### config.mk
export PLATFORM = sky130hd
export DESIGN_NAME = prio_irq_ctrl
export DESIGN_NICKNAME = d
export VERILOG_FILES = /design/src/rtl/pic_pkg.sv /design/src/rtl/irq_gateway.sv /design/src/rtl/irq_arbiter.sv /design/src/rtl/prio_irq_ctrl.sv
export SDC_FILE = /design/constraint.sdc
export NUM_CORES = 1
export LEC_CHECK = 0
export BUFFER_PORTS_ARGS = -buffer_cell sky130_fd_sc_hd__buf_2
export CAP_MARGIN = 20
export CORE_UTILIZATION = 35
export CTS_CLUSTER_SIZE = 20
export DETAILED_ROUTE_END_ITERATION = 16
export SKIP_CTS_REPAIR_TIMING = 1
export SYNTH_ARGS = -nofsm -noshare
export SYNTH_HDL_FRONTEND = slang
export SYNTH_SLANG_ARGS = --single-unit
### constraint.sdc
create_clock -name clk_i -period 21 [get_ports clk_i]
set_input_delay 0 -clock clk_i [delete_from_list [all_inputs] [get_ports clk_i]]
set_output_delay 0 -clock clk_i [all_outputs]
set_load 0.01 [all_outputs]
### src/rtl/pic_pkg.sv
package pic_pkg;
  localparam int BUS_AW = 10;
  localparam int BUS_DW = 32;

  typedef enum logic [2:0] {
    RK_NONE,
    RK_PRIO,
    RK_PEND,
    RK_TRIG,
    RK_DELEG,
    RK_EN,
    RK_THR,
    RK_CLAIM
  } reg_kind_e;
endpackage

### src/rtl/irq_gateway.sv
module irq_gateway #(
  parameter int QUEUE_EDGES = 1,
  parameter int QCNT_W      = 2
) (
  input  logic clk_i,
  input  logic rst_ni,
  input  logic src_i,
  input  logic level_i,
  input  logic claim_i,
  input  logic complete_i,
  output logic pending_o
);
  localparam logic [QCNT_W-1:0] CNT_MAX = {QCNT_W{1'b1}};

  logic              src_q, pend_q, act_q, rise;
  logic [QCNT_W-1:0] cnt_q;

  assign rise      = src_i & ~src_q;
  assign pending_o = pend_q;

  always_ff @(posedge clk_i or negedge rst_ni) begin
    if (!rst_ni) begin
      src_q  <= 1'b0;
      pend_q <= 1'b0;
      act_q  <= 1'b0;
      cnt_q  <= '0;
    end else begin
      src_q <= src_i;
      if (claim_i) begin
        pend_q <= 1'b0;
        act_q  <= 1'b1;
      end else if (complete_i && act_q) begin
        act_q <= 1'b0;
        if (!level_i) begin
          if (cnt_q != '0) begin
            pend_q <= 1'b1;
            if (!rise) cnt_q <= cnt_q - 1'b1;
          end else if (rise) begin
            pend_q <= 1'b1;
          end
        end
      end else if (!act_q && !pend_q) begin
        if (level_i ? src_i : rise) pend_q <= 1'b1;
      end else if (act_q && !level_i && rise && (QUEUE_EDGES != 0) && (cnt_q != CNT_MAX)) begin
        cnt_q <= cnt_q + 1'b1;
      end
    end
  end

  // a claim leaves the source non-pending and in service
  p_claim_clears_r5: assert property (@(posedge clk_i) disable iff (!rst_ni)
    claim_i |=> (!pend_q && act_q));

  // no new request while in service and not completed
  p_held_in_service_r6: assert property (@(posedge clk_i) disable iff (!rst_ni)
    (act_q && !complete_i) |=> !pend_q);

  // a held level input re-arms a free gateway on the next edge
  p_level_rearm_r7: assert property (@(posedge clk_i) disable iff (!rst_ni)
    (level_i && src_i && !act_q && !pend_q && !claim_i) |=> pend_q);

  // in drop mode the replay counter never moves
  p_drop_mode_r8: assert property (@(posedge clk_i) disable iff (!rst_ni)
    (QUEUE_EDGES == 0) |-> (cnt_q == '0));
endmodule

### src/rtl/irq_arbiter.sv
module irq_arbiter #(
  parameter int N_SRC  = 10,
  parameter int PRIO_W = 3,
  localparam int IDW   = $clog2(N_SRC + 1)
) (
  input  logic              clk_i,
  input  logic              rst_ni,
  input  logic [N_SRC:0]    pend_i,
  input  logic [N_SRC:0]    en_i,
  input  logic [PRIO_W-1:0] prio_i [N_SRC+1],
  input  logic [PRIO_W-1:0] thr_i,
  output logic [IDW-1:0]    id_o,
  output logic              irq_o
);
  function automatic logic passes(input logic [PRIO_W-1:0] p, input logic [PRIO_W-1:0] t);
    return (p != '0) && (p >= t);
  endfunction

  logic [IDW-1:0]    best_id;
  logic [PRIO_W-1:0] best_p;

  // scan downward so that an equal priority at a lower ID replaces the holder
  always_comb begin
    best_id = '0;
    best_p  = '0;
    for (int s = N_SRC; s >= 0; s--) begin
      if (pend_i[s] && en_i[s] && passes(prio_i[s], thr_i) && (prio_i[s] >= best_p)) begin
        best_id = IDW'(s);
        best_p  = prio_i[s];
      end
    end
  end

  assign id_o  = best_id;
  assign irq_o = (best_id != '0);

  // the winner is a pending source enabled here
  p_winner_pending_r3: assert property (@(posedge clk_i) disable iff (!rst_ni)
    irq_o |-> (pend_i[id_o] && en_i[id_o]));

  // the winner clears the threshold with a nonzero priority
  p_winner_thr_r4: assert property (@(posedge clk_i) disable iff (!rst_ni)
    irq_o |-> ((prio_i[id_o] >= thr_i) && (prio_i[id_o] != '0)));
endmodule

### src/rtl/prio_irq_ctrl.sv
module prio_irq_ctrl
  import pic_pkg::*;
#(
  parameter int N_SRC       = 10,
  parameter int N_CTX       = 9,
  parameter int PRIO_W      = 3,
  parameter int QUEUE_EDGES = 1,
  parameter int QCNT_W      = 2
) (
  input  logic              clk_i,
  input  logic              rst_ni,
  input  logic [N_SRC-1:0]  src_i,
  input  logic              bus_req_i,
  input  logic              bus_we_i,
  input  logic              bus_mach_i,
  input  logic [BUS_AW-1:0] bus_addr_i,
  input  logic [BUS_DW-1:0] bus_wdata_i,
  output logic              rsp_valid_o,
  output logic [BUS_DW-1:0] rsp_rdata_o,
  output logic              rsp_err_o,
  output logic [N_CTX-1:0]  irq_o
);
  localparam int IDW  = $clog2(N_SRC + 1);
  localparam int CTXW = (N_CTX > 1) ? $clog2(N_CTX) : 1;

  // configuration state
  logic [PRIO_W-1:0] prio_q [N_SRC+1];
  logic [N_SRC:0]    en_q   [N_CTX];
  logic [PRIO_W-1:0] thr_q  [N_CTX];
  logic [N_SRC:0]    lvl_q;
  logic              deleg_q;

  // source and context state
  logic [N_SRC:0]    pend_vec;
  logic [IDW-1:0]    win_id [N_CTX];
  logic [N_SRC:1]    claim_vec, cmp_vec;

  // decode
  reg_kind_e         kind;
  logic [7:0]        field;
  logic [CTXW-1:0]   ctx_sel;
  logic [IDW-1:0]    src_sel;
  logic              allowed, acc, wr, rd;
  logic              claim_fire, cmp_fire;
  logic [IDW-1:0]    claim_id, cmp_id;
  logic [BUS_DW-1:0] rd_val;

  logic              rsp_valid_q, rsp_err_q;
  logic [BUS_DW-1:0] rsp_rdata_q;

  assign field = bus_addr_i[7:0];

  always_comb begin
    kind    = RK_NONE;
    ctx_sel = '0;
    src_sel = field[IDW-1:0];
    unique case (bus_addr_i[BUS_AW-1 -: 2])
      2'd0: begin
        if (field[7:6] == 2'b00 && field != 8'd0 && 32'(field) <= N_SRC) kind = RK_PRIO;
        else if (field == 8'h40) kind = RK_PEND;
        else if (field == 8'h41) kind = RK_TRIG;
        else if (field == 8'h42) kind = RK_DELEG;
      end
      2'd1: begin
        ctx_sel = field[CTXW-1:0];
        if (32'(field) < N_CTX) kind = RK_EN;
      end
      2'd2: begin
        ctx_sel = field[CTXW:1];
        if (32'(field[7:1]) < N_CTX) kind = field[0] ? RK_CLAIM : RK_THR;
      end
      default: kind = RK_NONE;
    endcase
  end

  // privilege gate: supervisor needs delegation, and never reaches the delegation bit
  assign allowed = bus_mach_i || (deleg_q && (kind != RK_DELEG));
  assign acc     = bus_req_i && allowed;
  assign wr      = acc && bus_we_i;
  assign rd      = acc && !bus_we_i;

  assign claim_id   = win_id[ctx_sel];
  assign claim_fire = rd && (kind == RK_CLAIM);
  assign cmp_id     = bus_wdata_i[IDW-1:0];
  assign cmp_fire   = wr && (kind == RK_CLAIM) && (bus_wdata_i != '0)
                      && (bus_wdata_i <= BUS_DW'(N_SRC)) && en_q[ctx_sel][cmp_id];

  always_comb begin
    for (int s = 1; s <= N_SRC; s++) begin
      claim_vec[s] = claim_fire && (claim_id == IDW'(s));
      cmp_vec[s]   = cmp_fire && (cmp_id == IDW'(s));
    end
  end

  always_comb begin
    unique case (kind)
      RK_PRIO:  rd_val = BUS_DW'(prio_q[src_sel]);
      RK_PEND:  rd_val = BUS_DW'(pend_vec);
      RK_TRIG:  rd_val = BUS_DW'(lvl_q);
      RK_DELEG: rd_val = BUS_DW'(deleg_q);
      RK_EN:    rd_val = BUS_DW'(en_q[ctx_sel]);
      RK_THR:   rd_val = BUS_DW'(thr_q[ctx_sel]);
      RK_CLAIM: rd_val = BUS_DW'(claim_id);
      default:  rd_val = '0;
    endcase
  end

  always_ff @(posedge clk_i or negedge rst_ni) begin
    if (!rst_ni) begin
      for (int s = 0; s <= N_SRC; s++) prio_q[s] <= '0;
      for (int c = 0; c < N_CTX; c++) begin
        en_q[c]  <= '0;
        thr_q[c] <= '0;
      end
      lvl_q   <= '0;
      deleg_q <= 1'b0;
    end else if (wr) begin
      unique case (kind)
        RK_PRIO:  prio_q[src_sel] <= bus_wdata_i[PRIO_W-1:0];
        RK_TRIG:  lvl_q           <= {bus_wdata_i[N_SRC:1], 1'b0};
        RK_DELEG: deleg_q         <= bus_wdata_i[0];
        RK_EN:    en_q[ctx_sel]   <= {bus_wdata_i[N_SRC:1], 1'b0};
        RK_THR:   thr_q[ctx_sel]  <= bus_wdata_i[PRIO_W-1:0];
        default: ;
      endcase
    end
  end

  always_ff @(posedge clk_i or negedge rst_ni) begin
    if (!rst_ni) begin
      rsp_valid_q <= 1'b0;
      rsp_err_q   <= 1'b0;
      rsp_rdata_q <= '0;
    end else begin
      rsp_valid_q <= bus_req_i;
      rsp_err_q   <= bus_req_i && !allowed;
      rsp_rdata_q <= rd ? rd_val : '0;
    end
  end

  assign rsp_valid_o = rsp_valid_q;
  assign rsp_err_o   = rsp_err_q;
  assign rsp_rdata_o = rsp_rdata_q;

  assign pend_vec[0] = 1'b0;

  generate
    for (genvar s = 1; s <= N_SRC; s++) begin : g_src
      irq_gateway #(
        .QUEUE_EDGES (QUEUE_EDGES),
        .QCNT_W      (QCNT_W)
      ) u_gw (
        .clk_i      (clk_i),
        .rst_ni     (rst_ni),
        .src_i      (src_i[s-1]),
        .level_i    (lvl_q[s]),
        .claim_i    (claim_vec[s]),
        .complete_i (cmp_vec[s]),
        .pending_o  (pend_vec[s])
      );
    end

    for (genvar c = 0; c < N_CTX; c++) begin : g_ctx
      irq_arbiter #(
        .N_SRC  (N_SRC),
        .PRIO_W (PRIO_W)
      ) u_arb (
        .clk_i  (clk_i),
        .rst_ni (rst_ni),
        .pend_i (pend_vec),
        .en_i   (en_q[c]),
        .prio_i (prio_q),
        .thr_i  (thr_q[c]),
        .id_o   (win_id[c]),
        .irq_o  (irq_o[c])
      );

      // a raised line implies an enabled pending source for this context
      p_irq_needs_enable_r2: assert property (@(posedge clk_i) disable iff (!rst_ni)
        irq_o[c] |-> (|(pend_vec & en_q[c])));
    end
  endgenerate

  // every request is answered on the following cycle
  p_rsp_follows_req_r10: assert property (@(posedge clk_i) disable iff (!rst_ni)
    bus_req_i |=> rsp_valid_o);

  // undelegated supervisor access is refused with zero data
  p_sup_refused_r9: assert property (@(posedge clk_i) disable iff (!rst_ni)
    (bus_req_i && !bus_mach_i && !deleg_q) |=> (rsp_err_o && (rsp_rdata_o == '0)));

  // supervisor mode never changes the delegation bit
  p_deleg_machine_only_r9: assert property (@(posedge clk_i) disable iff (!rst_ni)
    (bus_req_i && !bus_mach_i) |=> $stable(deleg_q));

  // a claim only names a pending source
  p_claim_names_pending_r5: assert property (@(posedge clk_i) disable iff (!rst_ni)
    claim_fire |-> ((claim_id == '0) || pend_vec[claim_id]));
endmodule

* Word-level counts from Yosys, hierarchy flattened
Cells that the tools add are included.
** Storage, ports and cells
- Flip-flop bits (word level) :: 254
- Input bits :: 57
- Output and inout bits :: 43
- Word-level logic and storage cells :: 1350
** Operators by class
- Add/sub/neg operators :: 20
- Order comparisons :: 181
- Equality and inequality tests :: 103
- Mux-type cells :: 365
- Bitwise logic cells :: 32
- Reduce and logical (&&, ||, !) cells :: 575
** Operators by type and width (count)
- 3-bit greater-or-equal comparator :: 171
- 1-bit logical AND :: 444
- 4-bit two-way mux :: 92
- 3-bit two-way mux :: 93
- 2-bit two-way mux :: 60
- 1-bit two-way mux :: 102
- 99-bit bitwise mux :: 1
- 3-bit nonzero test :: 30
- 2-bit != test, second input constant :: 40
- 11-bit case mux with 7 select lines :: 1
- 6-bit AND reduction :: 10
- 2-bit nonzero test :: 30
- 11-bit binary-select mux with 4-bit select :: 1
- 11-bit demux with 4-bit select :: 1
- 4-bit by 2-bit != test with 1-bit output, second input constant :: 10
- 4-bit AND reduction :: 10
- 4-bit nonzero test :: 9
- 33-bit bitwise mux :: 1
- 11-bit two-way mux :: 3
- 4-bit by 3-bit equality test with 1-bit output, second input constant :: 8
- 32-bit by 4-bit less-or-equal comparator with 1-bit output, second input constant :: 1
- 1-bit logical NOT :: 32
- 32-bit two-way mux :: 1
- 32-bit nonzero test :: 1
- other kinds (35) :: 124

* Depth between registers and ports, before layout
- Depth in word-level cells :: 39
- Gate-level depth with buffers :: 78
- Depth with buffers taken out :: 77

* Hierarchy
A second synthesis with hierarchy kept.
** Unflattened totals
- Cell total of the unflattened synthesis :: 3866
- Area, all modules :: 32147.1 um^2
** By module, submodules not included
- prio_irq_ctrl :: instances 1, cells an instance 807, area an instance 9173.8 um^2, seq. area each 4354.2 um^2
- irq_arbiter (g_ctx[4].u_arb ...) :: instances 3, cells an instance 328, area an instance 2314.7 um^2, seq. area each 0.0 um^2
- irq_arbiter (g_ctx[0].u_arb ...) :: instances 3, cells an instance 300, area an instance 2169.6 um^2, seq. area each 0.0 um^2
- irq_gateway :: instances 10, cells an instance 26, area an instance 277.8 um^2, seq. area each 125.1 um^2
- irq_arbiter (g_ctx[8].u_arb) :: instances 1, cells an instance 307, area an instance 2302.2 um^2, seq. area each 0.0 um^2
- irq_arbiter (g_ctx[3].u_arb) :: instances 1, cells an instance 307, area an instance 2249.7 um^2, seq. area each 0.0 um^2
- irq_arbiter (g_ctx[7].u_arb) :: instances 1, cells an instance 301, area an instance 2190.9 um^2, seq. area each 0.0 um^2

* Worst setup path before layout
No wires, ideal clock.
- Path type :: reg2reg
- Start point :: register prio_q[0] (netlist bit)
- End point :: register g_src[4].u_gw.cnt_q[1]
- Arrival :: 15345 ps
- Required time :: 20876 ps
- Setup slack :: 5531 ps
- Cell stages (with the launch flop) :: 70
- Clock period less this slack :: 15469 ps
- Cell sequence :: dfrtp_1 -> inv_1 -> ha_1 -> nand2b_1 -> a211oi_1 -> or2_2 -> nor2_1 -> ha_1 -> nor2b_1 -> o21ai_0 -> nand4_1 -> buf_2 -> o21ai_0 -> ha_1 -> nand2b_1 -> maj3_1 -> a21o_1 -> mux2_2 -> [... 34 more ...] -> a21oi_1 -> nor3_1 -> mux2_2 -> ha_1 -> a21o_1 -> a21oi_1 -> nor3_1 -> a22o_1 -> a221o_1 -> a221oi_1 -> o31ai_1 -> nor4_1 -> nand4bb_1 -> or4_1 -> buf_2 -> nor4b_4 -> nor3_1 -> a211o_1
** Between the ends
- Word-level cells in the longest chain between the ends :: 39
** RTL lines
- from (decl) :: line prio_irq_ctrl.sv:27 : logic [PRIO_W-1:0] prio_q [N_SRC+1];
- from (signal, indexed assignment) :: line prio_irq_ctrl.sv:119 : RK_PRIO: prio_q[src_sel] <= bus_wdata_i[PRIO_W-1:0];
- 3-bit greater-or-equal comparator or 3-bit nonzero test (tied branches) :: line irq_arbiter.sv:16 : return (p != '0) && (p >= t);
- 1-bit logical AND :: line irq_arbiter.sv:16
- 1-bit logical AND (2 in series) :: line irq_arbiter.sv:27 : if (pend_i[s] && en_i[s] && passes(prio_i[s], thr_i) && (prio_i[s] >= best_p)) begin
- 3-bit two-way mux :: line irq_arbiter.sv:27
- 3-bit greater-or-equal comparator :: line irq_arbiter.sv:27
- 1-bit logical AND :: line irq_arbiter.sv:27
- 3-bit two-way mux :: line irq_arbiter.sv:27
- 3-bit greater-or-equal comparator :: line irq_arbiter.sv:27
- [... 21 more ...]
- 1-bit logical AND :: line irq_arbiter.sv:27
- 4-bit two-way mux :: line irq_arbiter.sv:27
- 4-bit binary-select mux with 4-bit select (*) :: line prio_irq_ctrl.sv:82 : assign claim_id = win_id[ctx_sel];
- 4-bit two-way mux (not written as such) (*) (2 in series) :: line prio_irq_ctrl.sv:82
- 4-bit by 3-bit equality test with 1-bit output (*) :: line prio_irq_ctrl.sv:90 : claim_vec[s] = claim_fire && (claim_id == IDW'(s));
- 1-bit logical AND (*) :: line prio_irq_ctrl.sv:90
- 1-bit inverter (no source line) (*)
- 6-bit AND reduction (no source line) (*)
- to (signal assigned) :: line irq_gateway.sv:37 : if (!rise) cnt_q <= cnt_q - 1'b1;
- to (signal assigned) :: line irq_gateway.sv:45 : cnt_q <= cnt_q + 1'b1;
- to (decl) :: line irq_gateway.sv:16 : logic [QCNT_W-1:0] cnt_q;
Every way passes the cells marked *; elsewhere a longest branch is shown, timed or not. The select of a mux whose other input is x is not followed.
A chain may end at the register's enable or synchronous reset.

* Worst setup path after layout
- Start point :: register prio_q[0] (netlist bit)
- End point :: register g_src[8].u_gw.cnt_q[1]
** Between the ends
- Word-level cells in the longest chain between the ends :: 39
** RTL lines (line)
- 3-bit greater-or-equal comparator or 3-bit nonzero test (tied branches) :: irq_arbiter.sv:16
- 1-bit logical AND :: irq_arbiter.sv:16
- 1-bit logical AND (2 in series) :: irq_arbiter.sv:27
- 3-bit two-way mux :: irq_arbiter.sv:27
- 3-bit greater-or-equal comparator :: irq_arbiter.sv:27
- 1-bit logical AND :: irq_arbiter.sv:27
- 3-bit two-way mux :: irq_arbiter.sv:27
- 3-bit greater-or-equal comparator :: irq_arbiter.sv:27
- [... 21 more ...]
- 1-bit logical AND :: irq_arbiter.sv:27
- 4-bit two-way mux :: irq_arbiter.sv:27
- 4-bit binary-select mux with 4-bit select (*) :: prio_irq_ctrl.sv:82
- 4-bit two-way mux (not written as such) (*) (2 in series) :: prio_irq_ctrl.sv:82
- 4-bit equality test (*) :: prio_irq_ctrl.sv:90
- 1-bit logical AND (*) :: prio_irq_ctrl.sv:90
- 1-bit inverter (no source line) (*)
- 6-bit AND reduction (no source line) (*)
- to (signal assigned) :: irq_gateway.sv:37
- to (signal assigned) :: irq_gateway.sv:45
- to (decl) :: irq_gateway.sv:16
Marked as above.

==> out/results.ini <==
[sta]
setup_viol=0
worst_hold_slack_ns=-0.008242
rsz0062_at_grt=false
period_needed_ns=18.62
setup_tns_ns=0
max_slew.worst_pin.slew_ns=1.115
finClkSkew_ns=0.01409
drv_slew=0
hold_violations=5
slew_headroom=0.2463
fmax_mhz=53.69
finalCritPeriodShare=0.8869
layout_setup_ws_ns=2.375

[placement]
pre_cts_slack_ns=2.829
dpl.hpwl_um=87730
io_buffers=78
gp_congestion=1.008

[cts]
clk_path_buf_depth=3
cts_tree=built
clock-root-buffer=clkbuf_16
cts_inserted_buffers=27
clk_latency_ns=0.57
htree_levels=1
clock-sinks=224
cts.reportedPaths.clkPinSlew_ns=0.06

[die]
die_area_sq_mm=0.08050
die_y_um=283.7
io_pins=100
start_util=0.3562
chipWidth_um=283.7
coreArea_sq_mm=0.07798
rows=102

[yosys]
synth_ff_type=dfrtp_1
ys_ff_latch=224
yosysUniqueCellTypes=103
syn_area_sq_mm=0.02778
synth_top_family_by_area=compound AO/OA/AOI/OAI gates
muxShareOfSynthArea=0.09369
synth_top_area_frac=0.2045
synth_edf_count=0
ys_seq_area_frac=0.2018
synth_top_area_cell=ha_1
async_reset_ff_frac=1.000
synthAdderAreaFrac=0.2103
synth_compound_area_frac=0.2278
synthXorXnorAreaFrac=0.005675
avgSynthCellArea_sq_um=8.292
synth_area_leaders=ha_1 (20%), dfrtp_1 (20%), mux2_2 (7.2%), a21oi_1 (4.3%), nand2_1 (4.1%)
syn_inst=3350
synth-simple-area-share=0.2183
synth_warnings=0

[power]
power.density_mw_per_mm2=35.45
power_leakage_nw=14.16
max-vdd-ir-drop_uv=46.69
total_power_mw=1.086

[setup_path]
r2r_slack_ns=2.38
crit_top_cell=ha_1
crit_type=flop to flop
cp.arrival_ns=19.06
r2r_end=g_src[8].u_gw.cnt_q[1]$_DFFE_PN0P_
max_stage_delay_ns=0.74
slowest_stage=o31ai_1
start_kind=flop
cp-end-kind=flop
reg2reg_depth=68
r2r-start=prio_q[0]$_DFFE_PN0P_
cp_max_fo=12
cp.required_ns=21.43

[cells_and_area]
num-nets-final=3942
areaGrowthSynthToFinish_pct=10.26
layout_common_cells=ha_1 (454), nand2_1 (305), a21oi_1 (237), nor2_1 (230), dfrtp_1 (224)
fin_util=0.3928
layout-drive-gt1-share=0.1278
diodes=0
final_common_cell=ha_1

[global_route]
grt_pass1_vias=25700
grt_usage=0.2775
antenna_found_initial=3
grt_overflow=0
grt_pass1_wl_um=168900
grt_max_degree=87

[detailed_routing]
drcViolationCount=0
via_per_inst=6.141
vias=27570
ant_nets=0
drt-total-wl_um=115300
drt_iter0_drc=3322
wl_per_cell_um=25.68
drtPass1Iterations=6

[status]
status=complete, but fails checks
violations=negative hold slack

[flow_run]
max_cap_violations=0

[hold_path]
hp-class=input pin to async pin

[kinds of logic (layout without fill, tap and decap cells)]
group	count (synthesis)	count (layout)
flip-flops	224	224
AND/OR/NAND/NOR	1175	1175
multiplexers	229	229
buffers and inverters	274	354
adder cells (fa/ha/maj)	470	470
XOR/XNOR	18	18
AO/OA/AOI/OAI	959	959
other	1	21
[layout make-up]
type,count,area [sq um]
clock buffers,33,728.2
clock inverters,15,173.9
fillers,7954,47350
inverters,120,450.4
multi-input cells,2872,21080
flip-flops and latches,224,5605
well taps,1040,1301
repair buffers,186,1286
[synth_stat cells (36+ instances only)]
master / instances
ha_1: 454
nand2_1: 305
a21oi_1: 238
nor2_1: 230
dfrtp_1: 224
o21ai_0: 212
mux2_2: 177
nand2b_1: 168
inv_1: 118
clkbuf_1: 100
a21o_1: 91
nor2b_1: 79
nor3_1: 73
nand3_1: 62
a31oi_1: 48
mux2i_1: 44
o211ai_1: 41
nor4_1: 36
[metrics by stage]
stage,std cells,instance area [sq um]
CTS,4469,30400
finish,4490,30630
global placement,4421,29490
detailed placement,4421,29490
global route,4490,30630
floorplan,3370,27850
[state kept, by name (all words and copies together), names as in the netlist]
signal / cells
en_q: 90
prio_q: 33
thr_q: 27
g_src.u_gw.cnt_q: 20
rsp_rdata_o: 11
g_src.u_gw.act_q: 10
g_src.u_gw.pending_o: 10
g_src.u_gw.src_q: 10
lvl_q: 10
deleg_q: 1
rsp_err_o: 1
rsp_valid_o: 1
[metal layers]
| metal | vias up | global-route usage | share of wire |
|---|---|---|---|
| li1 | 12700 | - | - |
| met1 | 13220 | 0.3807 | 0.42 |
| met2 | 1386 | 0.4238 | 0.43 |
| met3 | 265 | 0.05209 | 0.10 |
| met4 | 0 | 0.1161 | 0.047 |
| met5 | - | 0 | 0 |
[worst max path at each step]
stage | start | to | slack (ns) | cells after the start
final | prio_q[0]$_DFFE_PN0P_ | g_src[8].u_gw.cnt_q[1]$_DFFE_PN0P_ | 2.38 | 68
after detailed placement | prio_q[0]$_DFFE_PN0P_ | g_src[8].u_gw.cnt_q[1]$_DFFE_PN0P_ | 2.83 | 68
after CTS | prio_q[0]$_DFFE_PN0P_ | g_src[8].u_gw.cnt_q[1]$_DFFE_PN0P_ | 2.69 | 68
after global placement | prio_q[0]$_DFFE_PN0P_ | g_src[8].u_gw.cnt_q[0]$_DFFE_PN0P_ | 2.93 | 69
after floorplan | prio_q[0]$_DFFE_PN0P_ | g_src[4].u_gw.cnt_q[1]$_DFFE_PN0P_ | 5.53 | 69
after global routing | prio_q[0]$_DFFE_PN0P_ | g_src[8].u_gw.cnt_q[0]$_DFFE_PN0P_ | 1.42 | 68
[critical path: cells and delay by family (launching register included)]
family / cells / cell delay, ns
and+or+nand+nor: 24 / 5.08
buffers and inverters: 1 / 0.45
xor gates and xnor gates: 1 / 0.17
AOI/OAI and AO/OA: 22 / 5.89
DFF: 1 / 0.43
adders and majority gates: 15 / 4.42
muxes: 5 / 2.07
[power by group]
group / internal, mW / switching, mW / leakage (nW)
sequential: 0.443 / 0.0157 / 2.89
combinational: 0.0478 / 0.0863 / 10.8
clock: 0.284 / 0.209 / 0.441
(Power assumes the default switching activity.)
